--- src/rtl/qpwm_pkg.sv ---
// Package: shared constants and the PWM window function for the
// staggered quad PWM generator.
// Assumes: positions and widths are small non-negative integers.
package qpwm_pkg;

    parameter int unsigned DEF_NCH = 4;
    parameter int unsigned DEF_CW  = 4;

    // Decide whether the PWM level is high at a counter position.
    // An early channel is high for the first 'width' positions of the period.
    // A late channel is high for the last 'width' positions of the period.
    function automatic logic pwm_level(input int unsigned pos,
                                       input int unsigned width,
                                       input int unsigned period,
                                       input logic        late);
        logic lvl;
        if (late) begin
            lvl = (pos + width >= period);
        end else begin
            lvl = (pos < width);
        end
        return lvl;
    endfunction

endpackage

--- src/rtl/qpwm_step_counter.sv ---
// Module: shared period counter.
// Advances once per step pulse and wraps from PERIOD-1 to 0.
// Assumes: the step pulse is synchronous to clk.
module qpwm_step_counter #(
    parameter int unsigned CW = 4
) (
    input  logic          clk,
    input  logic          rst_n,
    input  logic          step,
    output logic [CW-1:0] cnt
);

    // Purpose: count steps modulo 2**CW.
    always_ff @(posedge clk) begin
        if (!rst_n) begin
            cnt <= '0;
        end else if (step) begin
            cnt <= cnt + 1'b1;
        end
    end

endmodule

--- src/rtl/qpwm_sync.sv ---
// Module: multi-bit, bit-independent synchronizer chain.
// Each bit passes through STAGES flip-flops.
// Assumes: the bits are independent level signals (no bus coherence is needed).
module qpwm_sync #(
    parameter int unsigned W      = 4,
    parameter int unsigned STAGES = 2
) (
    input  logic         clk,
    input  logic         rst_n,
    input  logic [W-1:0] d,
    output logic [W-1:0] q
);

    logic [W-1:0] chain [STAGES];

    generate
        for (genvar s = 0; s < STAGES; s++) begin : g_stage
            // Purpose: one synchronizer stage.
            always_ff @(posedge clk) begin
                if (!rst_n) begin
                    chain[s] <= '0;
                end else if (s == 0) begin
                    chain[s] <= d;
                end else begin
                    chain[s] <= chain[(s == 0) ? 0 : s-1];
                end
            end
        end
    endgenerate

    assign q = chain[STAGES-1];

endmodule

--- src/rtl/qpwm_channel.sv ---
// Module: one PWM channel.
// It holds an active duty code that is loaded only at the period boundary.
// It produces the internal PWM level and its one-cycle edge strobes, and it
// keeps the overcurrent blanking latch.
// A late channel (LATE=1) places its high time at the end of the period.
// Code 0 runs a one-step internal pulse so that the strobes still occur,
// while the drive stays low.
// Assumes: 'upd' pulses once per counter step, after the counter has settled.
module qpwm_channel
    import qpwm_pkg::*;
#(
    parameter int unsigned CW   = 4,
    parameter logic        LATE = 1'b0
) (
    input  logic          clk,
    input  logic          rst_n,
    input  logic          upd,
    input  logic [CW-1:0] cnt,
    input  logic [CW-1:0] code_in,
    input  logic          oc_seen,
    input  logic          uv_off,
    output logic          drive,
    output logic          rise,
    output logic          fall
);

    localparam int unsigned PERIOD = 1 << CW;

    logic [CW-1:0] act_q;
    logic          nz_q;
    logic          pwm_q;
    logic          blank_q;
    logic          at_start;
    logic [CW-1:0] code_eff;
    int unsigned   width_eff;
    logic          pwm_nx;

    // Purpose: choose the code for this step and compute the next PWM level.
    always_comb begin
        at_start  = (cnt == '0);
        code_eff  = at_start ? code_in : act_q;
        width_eff = (code_eff == '0) ? 32'd1 : 32'(code_eff);
        pwm_nx    = pwm_level(32'(cnt), width_eff, PERIOD, LATE);
    end

    // Purpose: update the level, the edge strobes and the boundary code load.
    always_ff @(posedge clk) begin
        if (!rst_n) begin
            act_q <= '0;
            nz_q  <= 1'b0;
            pwm_q <= 1'b0;
            rise  <= 1'b0;
            fall  <= 1'b0;
        end else begin
            rise <= 1'b0;
            fall <= 1'b0;
            if (upd) begin
                pwm_q <= pwm_nx;
                rise  <= pwm_nx & ~pwm_q;
                fall  <= ~pwm_nx & pwm_q;
                if (at_start) begin
                    act_q <= code_in;
                    nz_q  <= |code_in;
                end
            end
        end
    end

    // Purpose: overcurrent blanking; the latch is cleared at the period boundary.
    always_ff @(posedge clk) begin
        if (!rst_n) begin
            blank_q <= 1'b0;
        end else if (upd && at_start) begin
            blank_q <= 1'b0;
        end else if (oc_seen) begin
            blank_q <= 1'b1;
        end
    end

    // Purpose: gate the internal level into the drive output.
    always_comb begin
        drive = pwm_q & nz_q & ~blank_q & ~uv_off;
    end

endmodule

--- src/rtl/stag_pwm_quad.sv ---
// Module: staggered quad PWM generator (top).
// One shared period counter feeds NCH channels.
// Channel k updates k+1 cycles after each step tick, so that no two
// channels switch in the same cycle.
// Odd-indexed channels are time-mirrored (high at the end of the period).
// Assumes: step_tick pulses are at least NCH+1 cycles apart.
//          oc_trip is asynchronous; uv_off is a synchronous level.
module stag_pwm_quad
    import qpwm_pkg::*;
#(
    parameter int unsigned NCH = DEF_NCH,
    parameter int unsigned CW  = DEF_CW
) (
    input  logic              clk,
    input  logic              rst_n,
    input  logic              step_tick,
    input  logic              uv_off,
    input  logic [NCH*CW-1:0] duty_code,
    input  logic [NCH-1:0]    oc_trip,
    output logic [NCH-1:0]    drive,
    output logic [NCH-1:0]    pwm_rise,
    output logic [NCH-1:0]    pwm_fall
);

    localparam int unsigned SYNC_STAGES = 2;

    logic [CW-1:0]  cnt_q;
    logic [NCH-1:0] tick_dly;
    logic [NCH-1:0] oc_seen;

    qpwm_step_counter #(.CW(CW)) u_cnt (
        .clk   (clk),
        .rst_n (rst_n),
        .step  (step_tick),
        .cnt   (cnt_q)
    );

    qpwm_sync #(.W(NCH), .STAGES(SYNC_STAGES)) u_oc_sync (
        .clk   (clk),
        .rst_n (rst_n),
        .d     (oc_trip),
        .q     (oc_seen)
    );

    // Purpose: delay line that staggers the channel update cycles.
    always_ff @(posedge clk) begin
        if (!rst_n) begin
            tick_dly <= '0;
        end else begin
            tick_dly <= {tick_dly[NCH-2:0], step_tick};
        end
    end

    generate
        for (genvar k = 0; k < NCH; k++) begin : g_ch
            qpwm_channel #(
                .CW   (CW),
                .LATE (1'((k % 2) == 1))
            ) u_ch (
                .clk     (clk),
                .rst_n   (rst_n),
                .upd     (tick_dly[k]),
                .cnt     (cnt_q),
                .code_in (duty_code[k*CW +: CW]),
                .oc_seen (oc_seen[k]),
                .uv_off  (uv_off),
                .drive   (drive[k]),
                .rise    (pwm_rise[k]),
                .fall    (pwm_fall[k])
            );
        end
    endgenerate

endmodule

--- config.mk ---
export PLATFORM = sky130hd
export DESIGN_NAME = stag_pwm_quad
export DESIGN_NICKNAME = d
export VERILOG_FILES = /design/src/rtl/qpwm_pkg.sv /design/src/rtl/qpwm_step_counter.sv /design/src/rtl/qpwm_sync.sv /design/src/rtl/qpwm_channel.sv /design/src/rtl/stag_pwm_quad.sv
export SDC_FILE = /design/constraint.sdc
export NUM_CORES = 1
export LEC_CHECK = 0
export BUFFER_PORTS_ARGS = -buffer_cell sky130_fd_sc_hd__buf_2
export CAP_MARGIN = 20
export CORE_MARGIN = 2
export CORE_UTILIZATION = 30
export DETAILED_ROUTE_END_ITERATION = 8
export PLACE_DENSITY = 0.52
export RECOVER_POWER = 25
export SLEW_MARGIN = 40
export SYNTH_ARGS = -nofsm -noshare
export SYNTH_HDL_FRONTEND = slang
export SYNTH_HIERARCHICAL = 1
export SYNTH_SLANG_ARGS = --single-unit
--- constraint.sdc ---
create_clock -name clk -period 6.2 [get_ports clk]
set_clock_uncertainty 0.15 [all_clocks]
set_input_delay 0.31 -clock clk [delete_from_list [all_inputs] [get_ports clk]]
set_output_delay 0.31 -clock clk [all_outputs]
set_load 0.03 [all_outputs]
; ---- Word level (Yosys, flattened, before mapping)
; Memory sizes are Yosys's and may differ from the RTL's.
; Cells that the tools add are included.
[word_totals]
ff_bits = 44
ramBits = 8
inputBits = 24
output_inout_bits = 12
wordCells = 107
mem_count = 1
[op_classes]
n_addsub = 3
n_lt_le_gt_ge = 4
mux = 12
n_bitwise = 36
reduce_logical = 25
[mem_list]
columns = memory, words, width, rd, rd_ports_with_merged_regs, write_ports, line
row1 = u_oc_sync.chain, 2, 4, 2, 0, 2, qpwm_sync.sv:14  ; logic [W-1:0] chain [STAGES];
[op_table]
columns = operator, count
row1 = $add 4x32->32, 2
row2 = $ge 32x5->1 const B, 2
row3 = $lt 4x32->1, 2
row4 = $mux 4, 10
row5 = $and 1x1->1, 20
row6 = $logic_not 4->1, 5
row7 = $reduce_and 2->1, 8
row8 = $reduce_or 4->1, 4
row9 = $not 1->1, 14
row10 = $reduce_or 2->1, 4
row11 = $add 4x1->4 const B, 1
row12 = $logic_and 1x1->1, 4
row13 = $mux 1, 2
row14 = $or 1x1->1, 2

; ---- Longest topological paths before layout
; Gate-level depths: netlist of the first run.
[depth]
ltp_word = 8
ltp_mapped = 8
depth_no_buf = 7

; ---- Hierarchy
; The synthesis of the first run kept the hierarchy.
[modules_own_cells]
columns = module, instances, cells_per_inst, area_each_um2, seq_area_each_um2
row1 = qpwm_channel (g_ch[0].u_ch ...), 2, 58, 529.3, 180.2
row2 = qpwm_channel (g_ch[1].u_ch ...), 2, 61, 508.0, 180.2
row3 = qpwm_sync, 1, 16, 210.2, 160.2
row4 = qpwm_step_counter, 1, 16, 176.4, 80.1
row5 = stag_pwm_quad, 1, 8, 105.1, 80.1

; ---- Worst setup path after synthesis of the first run
; Ideal clock, no wire load.
[synth_path]
path_kind = flip-flop to flip-flop
from = register u_cnt.cnt[3]
to = register g_ch[1].u_ch.pwm_q
setup_time_ps = 136
t_arrival_ps = 2346
t_required_ps = 5914
setup_slack_ps = 3568
stages_incl_launch_ff = 9
n_path_buf = 1
period_less_slack_ps = 2632
cell_sequence = dfxtp_1 -> or4_4 -> buf_6 -> nand2_1 -> nand2_1 -> ha_1 -> a211o_1 -> nor4_1 -> o41ai_1
[synth_via]
elab_chain_cells = 6
[synth_rtl]
columns = element, line
row1 = "start, declared", qpwm_step_counter.sv:10  ; output logic [CW-1:0] cnt
row2 = "start signal, assigned", qpwm_step_counter.sv:18  ; cnt <= cnt + 1'b1;
row3 = $logic_not 4->1, qpwm_channel.sv:40  ; at_start = (cnt == '0);
row4 = $mux 4, qpwm_channel.sv:41  ; code_eff = at_start ? code_in : act_q;
row5 = $logic_not 4->1, qpwm_channel.sv:42  ; width_eff = (code_eff == '0) ? 32'd1 : 32'(code_eff);
row6 = $mux 4, qpwm_channel.sv:42
row7 = $add 4x32->32 *, qpwm_pkg.sv:18  ; lvl = (pos + width >= period);
row8 = $ge 32x5->1 *, qpwm_pkg.sv:18
row9 = "end signal, assigned", qpwm_channel.sv:58  ; pwm_q <= pwm_nx;
row10 = "end, declared", qpwm_channel.sv:31  ; logic pwm_q;
; Mark *: on every way between the ends. The rest lies on a longest branch, timed or not.
; A chain may end at the register's enable or synchronous reset.

; ---- Final worst setup path of the first run
; Same ends and word-level chain as after synthesis.

==> results.md, run 1 <==
* Internal at 488 uW
* Layout area overhead at 12.6%
* CTS HTree Levels at 2
* DR iter-0 viols at 57
* Root Driver: clkbuf_8
* Slew Limit Fails at 0
* Worst-Margin Slew at 1.39 ns
* Vias in the first global route at 2091
* CP max FO at 12
* Total wire length after detailed routing at 5660 um
* Synth Register Bits at 52
* Status: finished clean
* Number of cells produced by synthesis at 278
* Synth top area share at 0.406
* CP Class: reg2reg
* Largest buffer count on any clock path at 2
* Post-CTS Setup Repair Bufs at 0
* Worst vdd ir at 0.111 mV
* Mean Syn Cell Area at 9.23 sq um
* Detailed Routing Iterations Pass 1 at 4
* Crit path time final at 2.89 ns
* Endpoints failing setup at 0
* HP Class: in2reg
* Reg power frac at 0.529
* Worst hold slack at 0.0565 ns
* Relative slew slack at 0.0703
* Post-DP HPWL at 3990 um
* Initial antenna violation count at 0
* # resized after CTS at 0
* Die area at 9310 sq um
* Hold-fix buffers, CTS at 0
* Clock buffer count from CTS at 5
* Final worst path period share at 0.466
* Sw frac at 0.284
* Sum Neg Setup Slack at 0 ns
* First-pass GRT wire length at 9690 um
* Global route overflow at 0
* ANT cells at 0
* Top cells by area, synth: dfxtp_1 41%, ha_1 6.3%, a21oi_1 5.1%, nand2_1 4.8%, mux2i_1 3.9%
* Synth Cell Area at 2570 sq um
* Clock Sinks at 52
* Number of max-cap violations at 0
* Drt drc at 0
* Sequential Area at 1040 sq um
* Routability cong. at 0.804
* Register area share after synthesis at 0.406
* CP Capture Type: flip-flop
* RSZ-0062 raised after global routing: no
* Worst-Skew Late Latency at ~0.3 ns
* Leading area contributor after synthesis: dfxtp_1
* CP required at 6.22 ns
* Pleak at 0.00116 uW
* IO Count at 36
* Sw Pwr at 194 uW
* Clock power frac at 0.294
* Rows at 33
* Multi-input gate area at around 1400 sq um
* Critical Path AT at 2.91 ns
* Vias at around 2100
* Core Area at 8260 sq um
* Die height at 96.5 um
* Synth warnings at 6
* Clock tree from TritonCTS: yes
* Largest net degree at the start of global routing at 36
* All-Layer GR Usage at 0.132
* WL per Instance at 13.5 um
* Initial Util at 0.311
* Final hold viol count at 0
* Power Density at 236 nW/um^2
* Drt via density at 5.13
* Yosys cell types at 39
* PortBufs at 35
* Fillers at 884
* Die W at 96.5 um
* Fmax at 346 MHz
* Final Net Count at 349
* Startpoint Class: flip-flop
* Proportion of layout cells with a drive suffix above 1 at 0.166
* Clock-pin slew on the worst setup and hold paths at 0.10 ns
* Syn nets at 315
* Routed Antenna Nets at 0
* Comb pwr share at 0.177
cell usage after synthesis:
library cell and count:
o41ai_1 2, ha_1 13, a31o_2 2, a211o_1 2, a21oi_2 2, nor2_1 6, a311oi_1 2, o31a_1 2
nor4bb_1 4, a311oi_2 2, and3_1 2, mux2i_1 10, or4_4 2, nor3_1 12, nand2_1 33, and3b_2 1
a21oi_1 26, nand4_1 3, nor4_1 10, buf_6 6, or2b_1 1, a21boi_0 1, o2111ai_1 2, nor2b_1 1
o31ai_1 2, o21ai_1 6, o21ai_0 8, and2_1 15, inv_1 6, buf_2 2, o22ai_1 2, o21a_1 9
nor4_4 4, nand3_1 18, nor4b_1 2, clkbuf_1 2, and4_1 2, dfxtp_1 52, xor2_1 1
critical path: stages (launching register included):
cell and delay [ns]:
dfxtp_1 0.50, or4_4 0.68, nand2_1 0.10, nand2_1 0.06, ha_1 0.29, a211o_1 0.36
nor4_1 0.46, o41ai_1 0.16
power by group through the flow:
stage | combinational (uW) | clock (uW) | sequential (uW)
6_report | 120 | 201 | 361
5_1_grt | 136 | 222 | 363
4_1_cts | 121 | 211 | 361
3_5_place_dp | 121 | 0 | 369
3_3_place_gp | 120 | 0 | 369
2_1_floorplan | 96.0 | 0 | 365
metrics by stage:
stage / std cells / util / power (uW) / area, sq um / setup WS, ns
after floorplan: 278 / - / 461 / 2570 / 3.57
after global placement: 410 / 0.339 / 489 / 2800 / 3.45
after detailed placement: 410 / 0.339 / 490 / 2800 / 3.34
after CTS: 418 / 0.351 / 693 / 2900 / 3.32
after global routing: 418 / 0.350 / 721 / 2890 / 3.19
final: 418 / 0.350 / 682 / 2890 / 3.31
flip-flops by register name, summed over array words and instances, names as in the netlist:
name and flops:
g_ch.u_ch/act_q 16, u_oc_sync/chain 8, g_ch.u_ch/blank_q 4, g_ch.u_ch/fall 4, g_ch.u_ch/nz_q 4, g_ch.u_ch/pwm_q 4, g_ch.u_ch/rise 4, tick_dly 4
u_cnt/cnt 4
cell usage in the layout (no fill, tap or decap), types with 3 or more instances in the layout:
master	count
dfxtp_1	52
nand2_1	33
buf_2	30
a21oi_1	26
nand3_1	18
ha_1	13
nor3_1	12
and2_1	10
mux2i_1	10
nor4_1	10
o21a_1	9
o21ai_0	8
clkbuf_8	6
clkbuf_1	6
inv_1	6
nor2_1	6
o21ai_1	6
and2_0	5
nor4_4	4
nor4bb_1	4
nand4_1	3
path summary, 6_finish.rpt:
kind / slack (ns) / cells after the start / to / from
setup / recovery: 3.31 / 7 / g_ch[1].u_ch/pwm_q / u_cnt/cnt[3]
setup reg to reg: 3.31 / 7 / g_ch[1].u_ch/pwm_q / u_cnt/cnt[3]
hold reg to reg: 0.29 / 1 / u_oc_sync/chain[1][3] / u_oc_sync/chain[0][3]
hold / removal: 0.06 / 2 / u_oc_sync/chain[0][3] / oc_trip[3]
area by class of cell:
class                      instances  area share
timing repair buffer              37      0.0636
clock buffer                       7      0.0299
sequential                        52       0.360
inverter                           6     0.00779
multi-input combinational        210       0.490
clock inverter                     1     0.00260
tap                              105      0.0455
logic make-up after synthesis:
kind of cell / count (synthesis) / synth area share
buffers and inverters: 16 / 0.0419
adder cells (fa/ha/maj): 13 / 0.0634
AND/OR/NAND/NOR: 116 / 0.269
AO/OA/AOI/OAI: 70 / 0.177
flip-flops: 52 / 0.406
multiplexers: 10 / 0.0390
XOR/XNOR: 1 / 0.00341
layer usage:
metal  vias up  part of all wire  track usage
li1       1099                 -            -
met1      1018              0.48        0.172
met2        27              0.48        0.219
met3         2             0.036       0.0349
met4         0            0.0060       0.0317
met5         -                 0            0
Power figures use the tool's default switching activity.
==> inputs of run 2 (changes only) <==
--- a/config.mk
+++ b/config.mk
@@ -5,12 +5,13 @@
 export SDC_FILE = /design/constraint.sdc
 export NUM_CORES = 1
 export LEC_CHECK = 0
+export ABC_AREA = 1
 export BUFFER_PORTS_ARGS = -buffer_cell sky130_fd_sc_hd__buf_2
 export CAP_MARGIN = 20
 export CORE_MARGIN = 2
 export CORE_UTILIZATION = 30
 export DETAILED_ROUTE_END_ITERATION = 8
-export PLACE_DENSITY = 0.52
+export PLACE_DENSITY = 0.54
 export RECOVER_POWER = 25
 export SLEW_MARGIN = 40
 export SYNTH_ARGS = -nofsm -noshare
==> constraint.sdc (replaced) <==
create_clock -name clk -period 2.31 [get_ports clk]
set_clock_uncertainty 0.15 [all_clocks]
set_input_delay 0.1155 -clock clk [delete_from_list [all_inputs] [get_ports clk]]
set_output_delay 0.1155 -clock clk [all_outputs]
set_load 0.03 [all_outputs]
==> results.md, run 2 <==
* Most flop-heavy register: g_ch.u_ch/act_q
* CP required at 2.36 ns (-3.86 ns)
* Relative slew slack at 0.375 (+0.305)
* Top-count cell post-synth: nand2_1
* Die area at 9270 sq um (-0.48%)
* Top cells by area, synth: dfxtp_1 41%, nand2_1 11%, inv_1 6.9%, ha_1 6.4%, nand2_2 4.2%
* DR iter-0 viols at 46 (-19%)
* Number of cells produced by synthesis at 345 (+24%)
* Yosys cell types at 22 (-44%)
* Post-CTS Setup Repair Bufs at 0 (unchanged)
* Clock buffer count from CTS at 5 (unchanged)
* Largest buffer count on any clock path at 2 (unchanged)
* Synth Cell Area at 2550 sq um (-0.49%)
* Global route overflow at 0 (unchanged)
* Post-synth top cells: 77 x nand2_1, 52 x dfxtp_1, 47 x inv_1
* Largest net degree at the start of global routing at 24 (-33%)
* Core Area at 8220 sq um (-0.50%)
* Synth warnings at 6 (unchanged)
* ANT cells at 0 (unchanged)
* CP Capture Type: flip-flop
* Fmax at 523 MHz (+51%)
* Clock-pin slew on the worst setup and hold paths at 0.10 ns (about the same)
* Die W at 96.3 um (-0.24%)
* Initial antenna violation count at 0 (unchanged)
* Largest register FFs at 16 (unchanged)
* Proportion of layout cells with a drive suffix above 1 at 0.237 (+0.0707)
* Mean Syn Cell Area at 7.40 sq um (-20%)
* Vias in the first global route at 2203 (+5.4%)
* Initial Util at 0.311 (about the same)
* CTS HTree Levels at 2 (unchanged)
* Rows at 33 (unchanged)
* Final worst path period share at 0.827 (+0.362)
* Final Net Count at 454 (+30%)
* Crit path time final at 1.91 ns (-0.976 ns)
* Overall Power at 1860 uW (+170%)
* All-Layer GR Usage at 0.128 (-0.00406)
* Register area share after synthesis at 0.408 (+0.00199)
* Drt drc at 0 (unchanged)
* Synth top area share at 0.408 (+0.00199)
* Syn nets at 382 (+21%)
* Vias at 2263 (+5.5%)
* Top flop regs: g_ch.u_ch/act_q (16), u_oc_sync/chain (8)
* # resized after CTS at 0 (unchanged)
* Commonest non-fill, non-tap cell in the layout: nand2_1
* Clock tree from TritonCTS: yes
* Worst-Skew Late Latency at 0.30 ns (about the same)
* Hold-fix buffers, CTS at 25 (+25)
* Ys async rst share at 0 (unchanged)
* Startpoint Class: flip-flop
* PortBufs at 35 (unchanged)
* Most frequent cells in the layout: 77 x nand2_1, 52 x dfxtp_1, 47 x inv_1
* WL per Instance at 10.4 um (-23%)
* Detailed Routing Iterations Pass 1 at 4 (unchanged)
* Total wire length after detailed routing at 5420 um (-4.3%)
* Worst vdd ir at 0.307 mV (+180%)
* Number of max-cap violations at 0 (unchanged)
* CP max FO at 7 (-5)
* Clock Sinks at 52 (unchanged)
* Routed Antenna Nets at 0 (unchanged)
* Routability cong. at 0.834 (+3.6%)
* Worst-Margin Slew at 0.938 ns (-0.457 ns)
* Worst hold slack at 0.258 ns (+0.201 ns)
* Status: finished clean
* Pleak at 0.00165 uW (+42%)
* Die height at 96.3 um (-0.24%)
* Layout area overhead at 26.8%
* Final hold viol count at 0 (unchanged)
* Power Density at 573 nW/um^2 (+140%)
* CP Class: reg2reg
* Top_reg_cell synth: dfxtp_1
* Final Core Density at 0.394 (+0.0441)
* Sum Neg Setup Slack at 0 ns (unchanged)
* Root Driver: clkbuf_8
* Drt via density at 4.33 (-16%)
* DP Area at 2900 sq um (+3.5%)
* Endpoints failing setup at 0 (unchanged)
* Slew Limit Fails at 0 (unchanged)
* HP Class: in2reg
* Final instance area at 3240 sq um (+12%)
* RSZ-0062 raised after global routing: no
* First-pass GRT wire length at 9430 um (-2.7%)
* Post-synth EDFFs at 0 (unchanged)
* Leading area contributor after synthesis: dfxtp_1
* Critical Path AT at 1.96 ns (-0.95 ns)
* Post-DP HPWL at 4110 um (+2.8%)
* IO Count at 36 (unchanged)
* Synth Register Bits at 52 (unchanged)
-- run 2: changes by cell type in the layout (fill, tap and decap cells not counted), moves of 9 or more --
| cell | previous run | this run |
|---|---|---|
| nand2_1 | 33 | 77 |
| inv_1 | 6 | 47 |
| dlygate4sd3_1 | 0 | 25 |
| inv_2 | 0 | 18 |
| nand2_2 | 0 | 17 |
| nor2_1 | 6 | 23 |
| and2_1 | 10 | 0 |
| mux2i_1 | 10 | 0 |
| o21a_1 | 9 | 0 |
-- run 2: final timing paths --
kind,start,to,slack [ns],cells past startpoint
max,u_cnt/cnt[1],g_ch[0].u_ch/fall,0.40,10
min,rst_n,tick_dly[3],0.26,3
max reg2reg,u_cnt/cnt[1],g_ch[0].u_ch/fall,0.40,10
min reg2reg,u_oc_sync/chain[0][1],u_oc_sync/chain[1][1],0.28,2
-- run 2: area by class of cell --
class                      instances  area [sq um]
inverter                          65           244
timing repair buffer              66           460
sequential                        52          1040
multi-input combinational        227          1260
tap                              105           131
fill                             887          4980
clock buffer                       6          82.6
clock inverter                     2          15.0
-- run 2: metal layers --
metal | wire, um | global-route usage
met1 | 2670 | 0.161
met2 | 2540 | 0.222
met3 | 181 | 0.0258
met4 | 25 | 0.0345
met5 | 0 | 0
-- run 2: stage by stage --
| step | setup WS [ns] | instances |
|---|---|---|
| after floorplan | 0.418 | 345 |
| after global placement | 0.452 | 490 |
| after detailed placement | 0.402 | 490 |
| after CTS | 0.388 | 523 |
| after global routing | 0.204 | 523 |
| final | 0.399 | 523 |
-- run 2: report_power, final --
| group | internal, uW | total, uW | switching, uW |
|---|---|---|---|
| clock | 243 | 535 | 292 |
| sequential | 927 | 948 | 21.0 |
| combinational | 153 | 374 | 220 |
| total | 1320 | 1860 | 533 |
-- run 2: cells by family (layout without fill, tap and decap cells) --
group / after synthesis / in the layout / synth area share
AOI/OAI and AO/OA: 45 / 45 / 0.0951
adders and majority gates: 13 / 13 / 0.0637
buffers and inverters: 66 / 139 / 0.0975
DFF: 52 / 52 / 0.408
and+or+nand+nor: 169 / 169 / 0.336
-- run 2: critical path, stage by stage (launching register included) --
cell,delay (ns)
dfxtp_1,0.40
buf_4,0.21
nor2_4,0.16
nand2_4,0.08
nand2_1,0.08
nand2_2,0.06
ha_1,0.28
a21oi_1,0.19
nand2_2,0.10
nand2_2,0.07
nor2_2,0.03
==> inputs of run 3 (changes only) <==
==> constraint.sdc (replaced) <==
create_clock -name clk -period 1.55 [get_ports clk]
set_clock_uncertainty 0.15 [all_clocks]
set_input_delay 0.0775 -clock clk [delete_from_list [all_inputs] [get_ports clk]]
set_output_delay 0.0775 -clock clk [all_outputs]
set_load 0.03 [all_outputs]
==> results.md, run 3 (same netlist as run 2, synthesis figures left out) <==
* Origin of the worst setup path: u_cnt/cnt[3]
* Slew Limit Fails at 0 (unchanged)
* Layout area overhead at 41.5%
* Clock-pin slew on the worst setup and hold paths at 0.09 ns (about the same)
* Largest net degree at the start of global routing at 20 (-17%)
* Routability cong. at 0.861 (+3.3%)
* Detailed Routing Iterations Pass 1 at 5 (+1)
* Post-DP HPWL at 4250 um (+3.5%)
* Internal at 2040 uW (+54%)
* CP Class: reg2reg
* Clock tree from TritonCTS: yes
* DR iter-0 viols at 57 (+24%)
* All-Layer GR Usage at 0.143 (+0.0144)
* Die W at 96.3 um (unchanged)
* Delay-heaviest family, CP: simple AND/OR/NAND/NOR gates
* Clock Sinks at 52 (unchanged)
* Commonest non-fill, non-tap cell in the layout: nand2_1
* Slowest cell on crit path: dfxtp_4
* HP Class: in2reg
* Largest buffer count on any clock path at 2 (unchanged)
* Most frequent cells in the layout: 61 x nand2_1, 48 x dfxtp_1, 41 x inv_1
* Fillers at 834 (-6.0%)
* Setup crit end: g_ch[3].u_ch/pwm_q
* Ordered cell list for the critical path: nor2_4, nand2_4, nand2_2, nand2_2, inv_2, ha_4, nand2_2, inv_2, nand2_2, nand2_1, nand2_1, nand2_2, nand2_2, nand2_1
* Initial antenna violation count at 0 (unchanged)
* Rows at 33 (unchanged)
* Sw Pwr at 898 uW (+68%)
* Vias in the first global route at 2334 (+5.9%)
* Proportion of layout cells with a drive suffix above 1 at 0.371 (+0.134)
* FF-to-FF path depth at 14 (+4)
* Clock buffer count from CTS at 5 (unchanged)
* Drt drc at 0 (unchanged)
* Failing checks: negative setup slack
* CTS HTree Levels at 2 (unchanged)
* Routed Antenna Nets at 0 (unchanged)
* Pleak at 0.00175 uW (+6.1%)
* Buf+Inv Stages, Crit Path at 2 (+1)
* Final WS setup at -0.173 ns (-0.571 ns)
* Final worst path period share at 1.11 (+0.284)
* Comb pwr share at 0.256 (+0.055)
* Crit-path max cell delay at 0.41 ns (about the same)
* Worst-Margin Slew at 0.409 ns (-0.529 ns)
* Largest register FFs at 16 (unchanged)
* Vias at 2386 (+5.4%)
* Stages on worst setup path at 14 (+4)
* Clock power frac at 0.261 (-0.027)
* First-pass GRT wire length at 10300 um (+9.3%)
* Final Net Count at 470 (+3.5%)
* ANT cells at 0 (unchanged)
* Endpoints failing setup at 13 (+13)
* Worst vdd ir at 0.389 mV (+27%)
* Reg2reg end: g_ch[3].u_ch/pwm_q
* Number of max-cap violations at 0 (unchanged)
* Final hold viol count at 0 (unchanged)
* Relative slew slack at 0.727 (+0.352)
* Status: finished, violations left
* Top flop regs: g_ch.u_ch/act_q (16), u_oc_sync/chain (8)
* Worst R2R Start: u_cnt/cnt[3]
* Drt via density at 4.43 (+2.3%)
* Pre-CTS WS at -0.173 ns (-0.574 ns)
* R2R Setup Slk at -0.17 ns (-0.57 ns)
* CP max FO at 7 (unchanged)
* CP Capture Type: flip-flop
* PortBufs at 35 (unchanged)
* Crit path time final at 1.72 ns (-0.189 ns)
* Worst-Skew Late Latency at 0.31 ns (about the same)
* CP required at 1.61 ns (-0.75 ns)
* Die height at 96.3 um (unchanged)
* WL per Instance at 11.3 um (+9.0%)
* Die area at 9270 sq um (unchanged)
* Sum Neg Setup Slack at -1.58 ns (-1.58 ns)
* Root Driver: clkbuf_8
* Most frequent cell on the critical path: nand2_2
* Initial Util at 0.311 (unchanged)
* Power Density at 814 nW/um^2 (+42%)
* RSZ-0062 raised after global routing: yes
* Global route overflow at 0 (unchanged)
* Fmax at 580 MHz (+11%)
* Core Area at 8220 sq um (unchanged)
* Sw frac at 0.305 (+0.0181)
* IO Count at 36 (unchanged)
* Startpoint Class: flip-flop
* Critical Path AT at 1.79 ns (-0.17 ns)
* Total wire length after detailed routing at 6090 um (+12%)
* Most flop-heavy register: g_ch.u_ch/act_q
* Reg power frac at 0.483 (-0.028)
-- run 3: cell count changes in the layout (fill, tap and decap cells not counted), moves of 6 or more --
cell / change
a21oi_1: -6
buf_6: +6
inv_2: +6
ha_1: -8
nand2_4: +8
inv_1: -6
ha_4: +8
a21oi_2: +6
nand2_2: +8
buf_4: +12
nand2_1: -16
-- run 3: power groups by stage --
stage / sequential [uW] / combinational [uW] / clock (uW)
final: 1420 / 751 / 768
after detailed placement: 1450 / 556 / 0
after CTS: 1420 / 683 / 801
after global placement: 1450 / 549 / 0
after global routing: 1430 / 844 / 863
after floorplan: 1450 / 367 / 0
-- run 3: layer usage --
metal | wire, um | vias up | part of all wire | track usage
met5 | 0 | - | 0 | 0
met4 | 140 | 0 | 0.023 | 0.0607
met3 | 214 | 11 | 0.035 | 0.0235
met2 | 2900 | 41 | 0.48 | 0.245
met1 | 2830 | 1079 | 0.46 | 0.175
li1 | - | 1255 | - | -
-- run 3: worst min-delay path by stage --
stage | from | to | slack, ns | depth (start not counted)
final | duty_code[15] | g_ch[3].u_ch/fall | 0.27 | 9
after global routing | u_oc_sync/chain[0][2] | u_oc_sync/chain[1][2] | 0.29 | 2
after CTS | duty_code[7] | g_ch[1].u_ch/fall | 0.26 | 9
after detailed placement | oc_trip[1] | u_oc_sync/chain[0][1] | 0.12 | 3
after global placement | oc_trip[0] | u_oc_sync/chain[0][0] | 0.11 | 3
after floorplan | step_tick | u_cnt/cnt[1] | 0.007 | 1
-- run 3: layout make-up --
cell class              instances  area, sq um  share of cell area
well taps                     105          131              0.0363
multi-input cells             227         1500               0.415
repair buffers                 82          604               0.167
flip-flops and latches         52         1060               0.292
clock buffers                   8         80.1              0.0222
inverters                      65          244              0.0675
-- run 3: tightest hold or removal path: cells and delay by family --
| family | cells | cell delay [ns] |
|---|---|---|
| buffers and inverters | 3 | 0.22 |
| adders and majority gates | 1 | 0.13 |
| and+or+nand+nor | 4 | 0.22 |
| AOI/OAI and AO/OA | 1 | 0.03 |
-- run 3: repair_timing --
action	4_1_cts	5_1_grt
gates resized for setup	30	29
pin swaps	21	21
setup endpoints to repair	12	33
hold buffers	24	1
hold endpoints to repair	27	1
buffers inserted	2	4
-- run 3: per-stage QoR --
step	util	cells	power, uW	hold WS (ns)	area [sq um]
after floorplan	-	345	1820	0.00679	2580
after global placement	0.366	501	2000	0.106	3010
after detailed placement	0.366	501	2010	0.116	3010
after CTS	0.425	535	2910	0.262	3490
after global routing	0.440	539	3140	0.293	3610
final	0.440	539	2940	0.266	3610
